$ cat src/rtl/beep_pkg.sv
package beep_pkg;

    // Reference tick counts shared by every tone setting
    localparam int TICK_HZ = 10000;
    localparam int POS_W   = 5;

    typedef logic [POS_W-1:0] pos_t;

    typedef enum logic [1:0] {
        TONE_417   = 2'b00,
        TONE_1000  = 2'b01,
        TONE_1250  = 2'b10,
        TONE_2500  = 2'b11
    } tone_e;

    // Shape of one tone period, counted in reference ticks
    typedef struct packed {
        pos_t high_len;
        pos_t period;
    } shape_t;

    localparam pos_t LOW_TONE_HIGH   = pos_t'(16);
    localparam pos_t LOW_TONE_PERIOD = pos_t'(24);

    function automatic shape_t shape_of(tone_e t);
        shape_t s;
        case (t)
            TONE_417: begin
                s.high_len = LOW_TONE_HIGH;
                s.period   = LOW_TONE_PERIOD;
            end
            TONE_1000: begin
                s.high_len = pos_t'(5);
                s.period   = pos_t'(10);
            end
            TONE_1250: begin
                s.high_len = pos_t'(4);
                s.period   = pos_t'(8);
            end
            default: begin
                s.high_len = pos_t'(2);
                s.period   = pos_t'(4);
            end
        endcase
        return s;
    endfunction

    function automatic logic at_period_end(pos_t p, tone_e t);
        shape_t s;
        s = shape_of(t);
        return p == (s.period - pos_t'(1));
    endfunction

endpackage

$ cat src/rtl/beep_prescaler.sv
module beep_prescaler #(
    parameter int CLK_DIV = 25000
) (
    input  logic clk,
    input  logic rst,
    input  logic go,
    output logic tick
);
    localparam int CNT_W = (CLK_DIV > 2) ? $clog2(CLK_DIV) : 1;
    localparam logic [CNT_W-1:0] LAST = CNT_W'(CLK_DIV - 1);

    logic [CNT_W-1:0] pcnt;

    generate
        if (CLK_DIV <= 1) begin : g_bypass
            assign tick = go;
            always_ff @(posedge clk) pcnt <= '0;
        end else begin : g_count
            assign tick = go && (pcnt == LAST);
            always_ff @(posedge clk) begin
                if (rst || !go) begin
                    pcnt <= '0;
                end else if (pcnt == LAST) begin
                    pcnt <= '0;
                end else begin
                    pcnt <= pcnt + CNT_W'(1);
                end
            end
        end
    endgenerate

endmodule

$ cat src/rtl/beep_shaper.sv
module beep_shaper
    import beep_pkg::*;
(
    input  logic       clk,
    input  logic       rst,
    input  logic       en,
    input  logic [1:0] fsel,
    input  logic       tick,
    output logic       run,
    output pos_t       pos,
    output tone_e      cur_tone,
    output logic       beep
);
    shape_t shape;

    always_comb begin
        shape = shape_of(cur_tone);
    end

    always_ff @(posedge clk) begin
        if (rst) begin
            run      <= 1'b0;
            pos      <= '0;
            cur_tone <= TONE_417;
        end else if (!en) begin
            run <= 1'b0;
            pos <= '0;
        end else if (!run) begin
            run      <= 1'b1;
            pos      <= '0;
            cur_tone <= tone_e'(fsel);
        end else if (tick) begin
            if (at_period_end(pos, cur_tone)) begin
                pos      <= '0;
                cur_tone <= tone_e'(fsel);
            end else begin
                pos <= pos + pos_t'(1);
            end
        end
    end

    assign beep = run && (pos < shape.high_len);

endmodule

$ cat src/rtl/beep_tone_gen.sv
module beep_tone_gen
    import beep_pkg::*;
#(
    parameter int CLK_DIV = 25000
) (
    input  logic       clk,
    input  logic       rst,
    input  logic       en,
    input  logic [1:0] fsel,
    output logic       beep
);
    logic  tick_w;
    logic  run_w;
    logic  go_w;
    pos_t  pos_w;
    tone_e tone_w;

    assign go_w = en && run_w;

    beep_prescaler #(.CLK_DIV(CLK_DIV)) u_pre (
        .clk  (clk),
        .rst  (rst),
        .go   (go_w),
        .tick (tick_w)
    );

    beep_shaper u_shape (
        .clk      (clk),
        .rst      (rst),
        .en       (en),
        .fsel     (fsel),
        .tick     (tick_w),
        .run      (run_w),
        .pos      (pos_w),
        .cur_tone (tone_w),
        .beep     (beep)
    );

endmodule

$ cat config.mk
export PLATFORM = sky130hd
export DESIGN_NAME = beep_tone_gen
export DESIGN_NICKNAME = d
export VERILOG_FILES = /design/src/rtl/beep_pkg.sv /design/src/rtl/beep_prescaler.sv /design/src/rtl/beep_shaper.sv /design/src/rtl/beep_tone_gen.sv
export SDC_FILE = /design/constraint.sdc
export NUM_CORES = 1
export LEC_CHECK = 0
export ABC_AREA = 0
export CAP_MARGIN = 15
export CORE_ASPECT_RATIO = 1.1
export CORE_MARGIN = 4
export CORE_UTILIZATION = 58
export DETAILED_ROUTE_END_ITERATION = 6
export PLACE_DENSITY = 0.8
export SLEW_MARGIN = 20
export SYNTH_ARGS = -nofsm -noshare
export SYNTH_HDL_FRONTEND = slang
export SYNTH_SLANG_ARGS = --single-unit
$ cat constraint.sdc
create_clock -name clk -period 3.8 [get_ports clk]
set_clock_uncertainty 0.05 [all_clocks]
set_input_delay 1.14 -clock clk [delete_from_list [all_inputs] [get_ports clk]]
set_output_delay 1.14 -clock clk [all_outputs]
set_load 0.01 [all_outputs]
==> impl_metrics.prom, run 1 <==
# TYPE chip_impl_metric gauge
chip_impl_metric{name="cts_hold_repair.buffers",unit=""} 0
chip_impl_metric{name="static-leakage-power",unit="nW"} 0.433
chip_impl_metric{name="grt_max_degree",unit=""} 14
chip_impl_info{name="ys.flop_type",value="dfxtp_1"} 1
chip_impl_metric{name="cts-buffers-inserted",unit=""} 3
chip_impl_info{name="crit_chain",value="ha_1, inv_1, ha_1, a21o_1, a211o_1, a21oi_1, clkdlybuf4s50_1"} 1
chip_impl_metric{name="yosys.area.top_type_share",unit="%"} 37.6
chip_impl_info{name="timing.setup.critical_path_class",value="register to output pin"} 1
chip_impl_metric{name="routedWlPerCell",unit="um"} 12.1
chip_impl_info{name="yosys.cell_count.top_type",value="dfxtp_1"} 1
chip_impl_metric{name="ys_warn_count",unit=""} 0
chip_impl_metric{name="die_x",unit="um"} 51.8
chip_impl_metric{name="post_synth_num_cell_types",unit=""} 31
chip_impl_info{name="tritoncts",value="done"} 1
chip_impl_info{name="critical-path-top-cell-by-count",value="ha_1"} 1
chip_impl_metric{name="cp_max_fanout",unit=""} 5
chip_impl_metric{name="synth.ff_latch_count",unit=""} 23
chip_impl_metric{name="syn_area",unit="um2"} 1220
chip_impl_metric{name="drive_above_1_share",unit="%"} 3.45
chip_impl_info{name="critPathLaunch",value="u_shape.cur_tone[0]"} 1
chip_impl_info{name="worstSetupEndpointType",value="output pin"} 1
chip_impl_metric{name="clock.fmax",unit="MHz"} 280
chip_impl_metric{name="synth_nets",unit=""} 152
chip_impl_metric{name="routed_wirelength",unit="mm"} 2.09
chip_impl_metric{name="area_growth_syn_to_layout",unit="%"} 7.87
chip_impl_info{name="r2r_start",value="u_pre.pcnt[10]"} 1
chip_impl_metric{name="ir_drop",unit="V"} 0.000289
chip_impl_metric{name="floorplan.die_area",unit="um2"} 2910
chip_impl_metric{name="antenna_found_initial",unit=""} 0
chip_impl_metric{name="final_net_count",unit=""} 160
chip_impl_info{name="slowest_stage",value="clkdlybuf4s50_1"} 1
chip_impl_metric{name="antenna_violating_nets_post_route",unit=""} 0
chip_impl_metric{name="drc_violation_total_after_the_first_tritonroute_iteration",unit=""} 13
chip_impl_metric{name="via_count_of_the_first_global_routing_pass",unit=""} 932
chip_impl_metric{name="via_count",unit=""} 918
chip_impl_metric{name="syn_inst",unit=""} 138
chip_impl_metric{name="avgSynthCellArea",unit="um2"} 8.87
chip_impl_info{name="rsz_0062_raised_after_global_routing",value="false"} 1
chip_impl_metric{name="grt_first_pass_wirelength",unit="mm"} 3.70
chip_impl_metric{name="n_antenna_cell",unit=""} 0
chip_impl_metric{name="buffer_ports.inserted",unit=""} 5
chip_impl_metric{name="timing_worst_slew_pin_value",unit="ns"} 0.466
chip_impl_metric{name="core_region_area",unit="um2"} 2000
chip_impl_metric{name="final_min_period_over_clock_period",unit="%"} 93.9
chip_impl_metric{name="stdcell_count",unit=""} 173
chip_impl_metric{name="drt_pass1_iterations",unit=""} 4
chip_impl_metric{name="vias_per_cell",unit=""} 5.31
chip_impl_metric{name="die_h",unit="um"} 56.2
chip_impl_metric{name="timing.final.max_slew_violations",unit=""} 0
chip_impl_metric{name="fin_setup_tns",unit="ns"} 0
chip_impl_metric{name="reg2reg_slack",unit="ns"} 1.35
chip_impl_metric{name="p_per_cell_area",unit="nW/um2"} 291
chip_impl_info{name="critPathLaunchType",value="register"} 1
chip_impl_metric{name="htree_num_levels",unit=""} 1
chip_impl_metric{name="timing.final.setup_violations",unit=""} 0
chip_impl_metric{name="synth-edff-count",unit=""} 0
chip_impl_metric{name="place.detailed.instances",unit=""} 169
chip_impl_metric{name="cp_slowest_stage_delay",unit="ns"} 0.54
chip_impl_metric{name="worst_r2r_path_depth",unit=""} 4
chip_impl_metric{name="post-cts-setup-buffer-count",unit=""} 0
chip_impl_metric{name="cts.path.max_buffers",unit=""} 2
chip_impl_metric{name="pin_count",unit=""} 6
chip_impl_metric{name="arrival",unit="ns"} 2.38
chip_impl_metric{name="async_set_reset_flop_share_out_of_synthesis",unit="%"} 0
chip_impl_metric{name="layout_min_cycle_time",unit="ns"} 3.57
chip_impl_metric{name="post-dp-hpwl",unit="mm"} 1.62
chip_impl_metric{name="final-hold-violation-count",unit=""} 0
chip_impl_metric{name="std_cell_rows",unit=""} 17
chip_impl_metric{name="clock_insertion_delay_worst_skew",unit="ns"} 0.31
chip_impl_metric{name="cts_sinks",unit=""} 23
chip_impl_info{name="synth_area_leader_cell",value="dfxtp_1"} 1
chip_impl_metric{name="drcViolationCount",unit=""} 0
chip_impl_info{name="synth_commonest_cells",value="dfxtp_1, nor2_1, inv_1, xnor2_1, ha_1"} 1
chip_impl_info{name="synthTopCellsByArea",value="dfxtp_1, ha_1, xnor2_1"} 1
chip_impl_metric{name="floorplan.initialDensity",unit="%"} 61.2
chip_impl_info{name="result_of_the_run",value="complete, no violations"} 1
chip_impl_info{name="regToRegEndpoint",value="u_shape.pos[4]"} 1
chip_impl_metric{name="final_weighted_congestion_in_routability_driven_placement",unit=""} 0.745
chip_impl_metric{name="cts.clk_slew.worst_paths",unit="ns"} 0.12
chip_impl_metric{name="hold-path-cell-count",unit=""} 1
chip_impl_metric{name="cts_repair_resize_count",unit=""} 0
chip_impl_metric{name="global_route.overflow_total",unit=""} 0
chip_impl_metric{name="yosysSeqAreaShare",unit="%"} 37.6
chip_impl_info{name="timing.hold.worst.class",value="register to register"} 1
chip_impl_info{name="critical_path.endpoint",value="beep"} 1
chip_impl_info{name="clk_root_buf",value="clkbuf_4"} 1
chip_impl_metric{name="max_cap_violations",unit=""} 0
chip_impl_metric{name="timing.critical_path.required",unit="ns"} 2.61
chip_impl_metric{name="maxSlewHeadroom",unit="%"} 68.9
chip_impl_metric{name="grtUsageTotal",unit="%"} 16.7
-- layout make-up --
cell class                 instances  area, um2
clock buffer                       4       26.3
fill                             188        679
inverter                          12       45.0
multi-input combinational        101        703
sequential                        23        460
tap                               28       35.0
timing repair buffer               5       50.0
-- cells by family (layout without fill, tap and decap cells) --
group / after synthesis / after routing / synth area share (%)
compound gates: 12 / 12 / 6.44
xor+xnor: 17 / 17 / 13.4
fa+ha+maj: 9 / 9 / 9.20
buf+inv: 14 / 21 / 4.91
flops: 23 / 23 / 37.6
mux: 3 / 3 / 2.45
simple gates: 60 / 60 / 26.0
-- layer usage --
metal | vias up | GRT usage, % | routed length [um]
li1 | 484 | - | -
met5 | - | 0 | 0
met1 | 424 | 17.2 | 896
met2 | 5 | 30.2 | 1110
met4 | 0 | 9.74 | 51
met3 | 5 | 3.22 | 35
-- cell usage in the layout, fill, tap and decap left out, drive strengths merged --
master,count
or4bb,2
nor2b,1
a21oi,4
xor3,1
o31ai,2
a41oi,1
clkbuf,4
inv,12
nand2b,6
clkdlybuf4s50,5
or3,1
nor4,4
nand4,4
or4,4
nand2,7
mux2i,3
nor2,20
a211o,1
and2,1
xor2,4
nand3,6
a21o,1
o21ai,1
ha,9
or4b,1
o21bai,1
dfxtp,23
o22ai,1
xnor2,12
nor3,3
-- how the worst min path moves through the flow --
stage / start / end / slack [ns]
detailed placement: u_pre.pcnt[0] / u_pre.pcnt[0] / 0.40
global route: u_pre.pcnt[0] / u_pre.pcnt[0] / 0.46
floorplan: u_pre.pcnt[0] / u_pre.pcnt[0] / 0.37
finish: u_pre.pcnt[0] / u_pre.pcnt[0] / 0.41
global placement: u_pre.pcnt[0] / u_pre.pcnt[0] / 0.38
CTS: u_pre.pcnt[0] / u_pre.pcnt[0] / 0.42
-- flip-flops by register name, indices dropped and copies added, names as in the netlist --
name,count
u_pre.pcnt,15
u_shape.pos,5
u_shape.cur_tone,2
u_shape.run,1
-- worst max-delay path, delay by kind of cell, from the launching register on --
kind / cells / cell delay [ns]
adders and majority gates: 2 / 0.47
AOI/OAI and AO/OA: 3 / 0.57
DFF: 1 / 0.43
buffers and inverters: 2 / 0.59
-- power breakdown --
group	total (mW)	internal, mW	switching, mW
Sequential	0.246	0.243	0.00245
Clock	0.112	0.0410	0.0712
Combinational	0.0267	0.0148	0.0119
-- metrics by stage --
step	total power [mW]	setup slack [ns]	util [%]	hold WS, ns	cell area [um2]
CTS	0.390	0.210	66.0	0.420	1320
detailed placement	0.278	0.591	64.7	0.402	1290
global route	0.405	0.0649	66.0	0.456	1320
finish	0.385	0.233	66.0	0.407	1320
floorplan	0.268	1.11	-	0.368	1220
global placement	0.277	0.639	64.7	0.380	1290
Power figures use the tool's default switching activity.
==> run 2: changes to the inputs <==
CORE_UTILIZATION = 42   (was 58)
PLACE_DENSITY = 0.62   (was 0.8)
==> impl_metrics.prom, run 2 (synthesized netlist as in run 1, its figures left out) <==
# TYPE chip_impl_metric gauge
chip_impl_info{name="result_of_the_run",value="complete, no violations"} 1
chip_impl_metric{name="multiInputGateArea",unit="um2"} 703
chip_impl_metric{name="maxSlewHeadroom",unit="%"} 64.7
chip_impl_info{name="min_delay_worst_endpoint",value="u_pre.pcnt[0]"} 1
chip_impl_metric{name="hold-path-cell-count",unit=""} 1
chip_impl_metric{name="htree_num_levels",unit=""} 1
chip_impl_metric{name="finish.utilization",unit="%"} 47.7
chip_impl_metric{name="cp_max_fanout",unit=""} 5
chip_impl_metric{name="global_route.overflow_total",unit=""} 0
chip_impl_metric{name="via_count_of_the_first_global_routing_pass",unit=""} 981
chip_impl_metric{name="cts.clk_slew.worst_paths",unit="ns"} 0.13
chip_impl_metric{name="grt_first_pass_wirelength",unit="mm"} 3.96
chip_impl_metric{name="place.detailed.instances",unit=""} 174
chip_impl_metric{name="fin_setup_tns",unit="ns"} 0
chip_impl_metric{name="grt_max_degree",unit=""} 14
chip_impl_metric{name="drc_violation_total_after_the_first_tritonroute_iteration",unit=""} 23
chip_impl_metric{name="register_area",unit="um2"} 460
chip_impl_metric{name="clock.fmax",unit="MHz"} 281
chip_impl_metric{name="layout_min_cycle_time",unit="ns"} 3.55
chip_impl_info{name="worstSetupEndpointType",value="output pin"} 1
chip_impl_metric{name="buffer_ports.inserted",unit=""} 5
chip_impl_metric{name="p_per_cell_area",unit="nW/um2"} 290
chip_impl_metric{name="floorplan.initialDensity",unit="%"} 44.1
chip_impl_metric{name="cts_sinks",unit=""} 23
chip_impl_metric{name="die_h",unit="um"} 64.6
chip_impl_info{name="timing.setup.critical_path_class",value="register to output pin"} 1
chip_impl_info{name="layout_commonest_cell",value="dfxtp_1"} 1
chip_impl_metric{name="post-cts-setup-buffer-count",unit=""} 0
chip_impl_metric{name="max_reg_flops",unit=""} 15
chip_impl_metric{name="final_weighted_congestion_in_routability_driven_placement",unit=""} 0.876
chip_impl_metric{name="timing.critical_path.required",unit="ns"} 2.61
chip_impl_metric{name="final-hold-violation-count",unit=""} 0
chip_impl_info{name="hold_start",value="u_pre.pcnt[0]"} 1
chip_impl_metric{name="drt_pass1_iterations",unit=""} 4
chip_impl_metric{name="grtUsageTotal",unit="%"} 13.1
chip_impl_info{name="r2r_start",value="u_pre.pcnt[10]"} 1
chip_impl_info{name="clk_root_buf",value="clkbuf_4"} 1
chip_impl_info{name="timing.hold.worst.class",value="register to register"} 1
chip_impl_metric{name="cts_repair_resize_count",unit=""} 0
chip_impl_metric{name="finalInstanceArea",unit="um2"} 1330
chip_impl_metric{name="static-leakage-power",unit="nW"} 0.433
chip_impl_info{name="largest-register",value="u_pre.pcnt"} 1
chip_impl_metric{name="arrival",unit="ns"} 2.36
chip_impl_metric{name="antenna_violating_nets_post_route",unit=""} 0
chip_impl_metric{name="die_x",unit="um"} 59.5
chip_impl_info{name="rsz_0062_raised_after_global_routing",value="false"} 1
chip_impl_metric{name="clock_insertion_delay_worst_skew",unit="ns"} 0.31
chip_impl_metric{name="routedWlPerCell",unit="um"} 12.3
chip_impl_metric{name="cts_hold_repair.buffers",unit=""} 0
chip_impl_metric{name="stdcell_count",unit=""} 178
chip_impl_info{name="tritoncts",value="done"} 1
chip_impl_metric{name="floorplan.die_area",unit="um2"} 3840
chip_impl_metric{name="reg2reg_slack",unit="ns"} 1.36
chip_impl_metric{name="pin_count",unit=""} 6
chip_impl_metric{name="final_net_count",unit=""} 160
chip_impl_metric{name="via_count",unit=""} 923
chip_impl_metric{name="total_power",unit="mW"} 0.385
chip_impl_metric{name="antenna_found_initial",unit=""} 0
chip_impl_info{name="most-common-layout-cells",value="dfxtp_1, nor2_1, inv_1, xnor2_1, ha_1"} 1
chip_impl_metric{name="timing.final.setup_violations",unit=""} 0
chip_impl_metric{name="post-dp-hpwl",unit="mm"} 1.74
chip_impl_metric{name="timing.final.max_slew_violations",unit=""} 0
chip_impl_metric{name="std_cell_rows",unit=""} 20
chip_impl_metric{name="ir_drop",unit="V"} 0.000163
chip_impl_info{name="top_flop_regs",value="u_pre.pcnt: 15 flops, u_shape.pos: 5 flops, u_shape.cur_tone: 2 flops"} 1
chip_impl_metric{name="post_dp_cell_area",unit="um2"} 1300
chip_impl_metric{name="worst_r2r_path_depth",unit=""} 4
chip_impl_metric{name="core_region_area",unit="um2"} 2780
chip_impl_info{name="regToRegEndpoint",value="u_shape.pos[3]"} 1
chip_impl_metric{name="filler_cell_count",unit=""} 294
chip_impl_metric{name="vias_per_cell",unit=""} 5.19
chip_impl_metric{name="drcViolationCount",unit=""} 0
chip_impl_metric{name="routed_wirelength",unit="mm"} 2.20
chip_impl_metric{name="area_growth_syn_to_layout",unit="%"} 8.38
chip_impl_metric{name="cts-buffers-inserted",unit=""} 3
chip_impl_info{name="critPathLaunchType",value="register"} 1
chip_impl_metric{name="timing_worst_slew_pin_value",unit="ns"} 0.527
chip_impl_metric{name="cts.path.max_buffers",unit=""} 2
chip_impl_metric{name="max_cap_violations",unit=""} 0
chip_impl_metric{name="drive_above_1_share",unit="%"} 3.45
chip_impl_metric{name="final_min_period_over_clock_period",unit="%"} 93.5
chip_impl_metric{name="n_antenna_cell",unit=""} 0
run 2: cell counts in the layout (fill, tap and decap cells not counted):
No cell type changed its count.
run 2: layout make-up:
type                    count  area share (%)
multi-input cells         101            53.0
flip-flops and latches     23            34.7
repair buffers              5            3.77
inverters                  12            3.40
well taps                  33            3.11
clock buffers               4            1.98
run 2: layer usage:
metal  track usage, %  wire length (um)
met1             13.9               919
met2             24.6              1220
met3             1.99                46
met4             5.67                15
met5                0                 0
run 2: metrics by stage:
step	setup WS (ns)	hold WS, ns
2_1_floorplan	1.11	0.368
3_3_place_gp	0.623	0.380
3_5_place_dp	0.586	0.389
4_1_cts	0.207	0.414
5_1_grt	0.0723	0.441
6_report	0.245	0.411
run 2: worst max-delay path by stage:
stage,from,slack (ns),cells past startpoint,to
2_1_floorplan,u_shape.cur_tone[0],1.11,6,beep
6_report,u_shape.cur_tone[0],0.25,7,beep
3_3_place_gp,u_shape.cur_tone[0],0.62,7,beep
4_1_cts,u_shape.cur_tone[0],0.21,7,beep
3_5_place_dp,u_shape.cur_tone[0],0.59,7,beep
5_1_grt,u_shape.cur_tone[0],0.07,7,beep
run 2: worst max-delay path, cell delays in order (launching register included):
cell and delay (ns):
dfxtp_1 0.42, ha_1 0.20, inv_1 0.05, ha_1 0.27, a21o_1 0.16, a211o_1 0.28, a21oi_1 0.15, clkdlybuf4s50_1 0.55
run 2: report_power, final:
part           leakage, nW  internal, mW  total (mW)  switching (mW)
Sequential           0.186         0.243       0.246         0.00229
Combinational        0.232        0.0146      0.0270          0.0123
Clock               0.0150        0.0410       0.112          0.0713
==> run 3: changes to the inputs <==
ABC_AREA = unset   (was 0)
TNS_END_PERCENT = 10   (was unset)
==> results of run 3 <==
No change in the layout: final DEF, timing and power equal those of run 2.
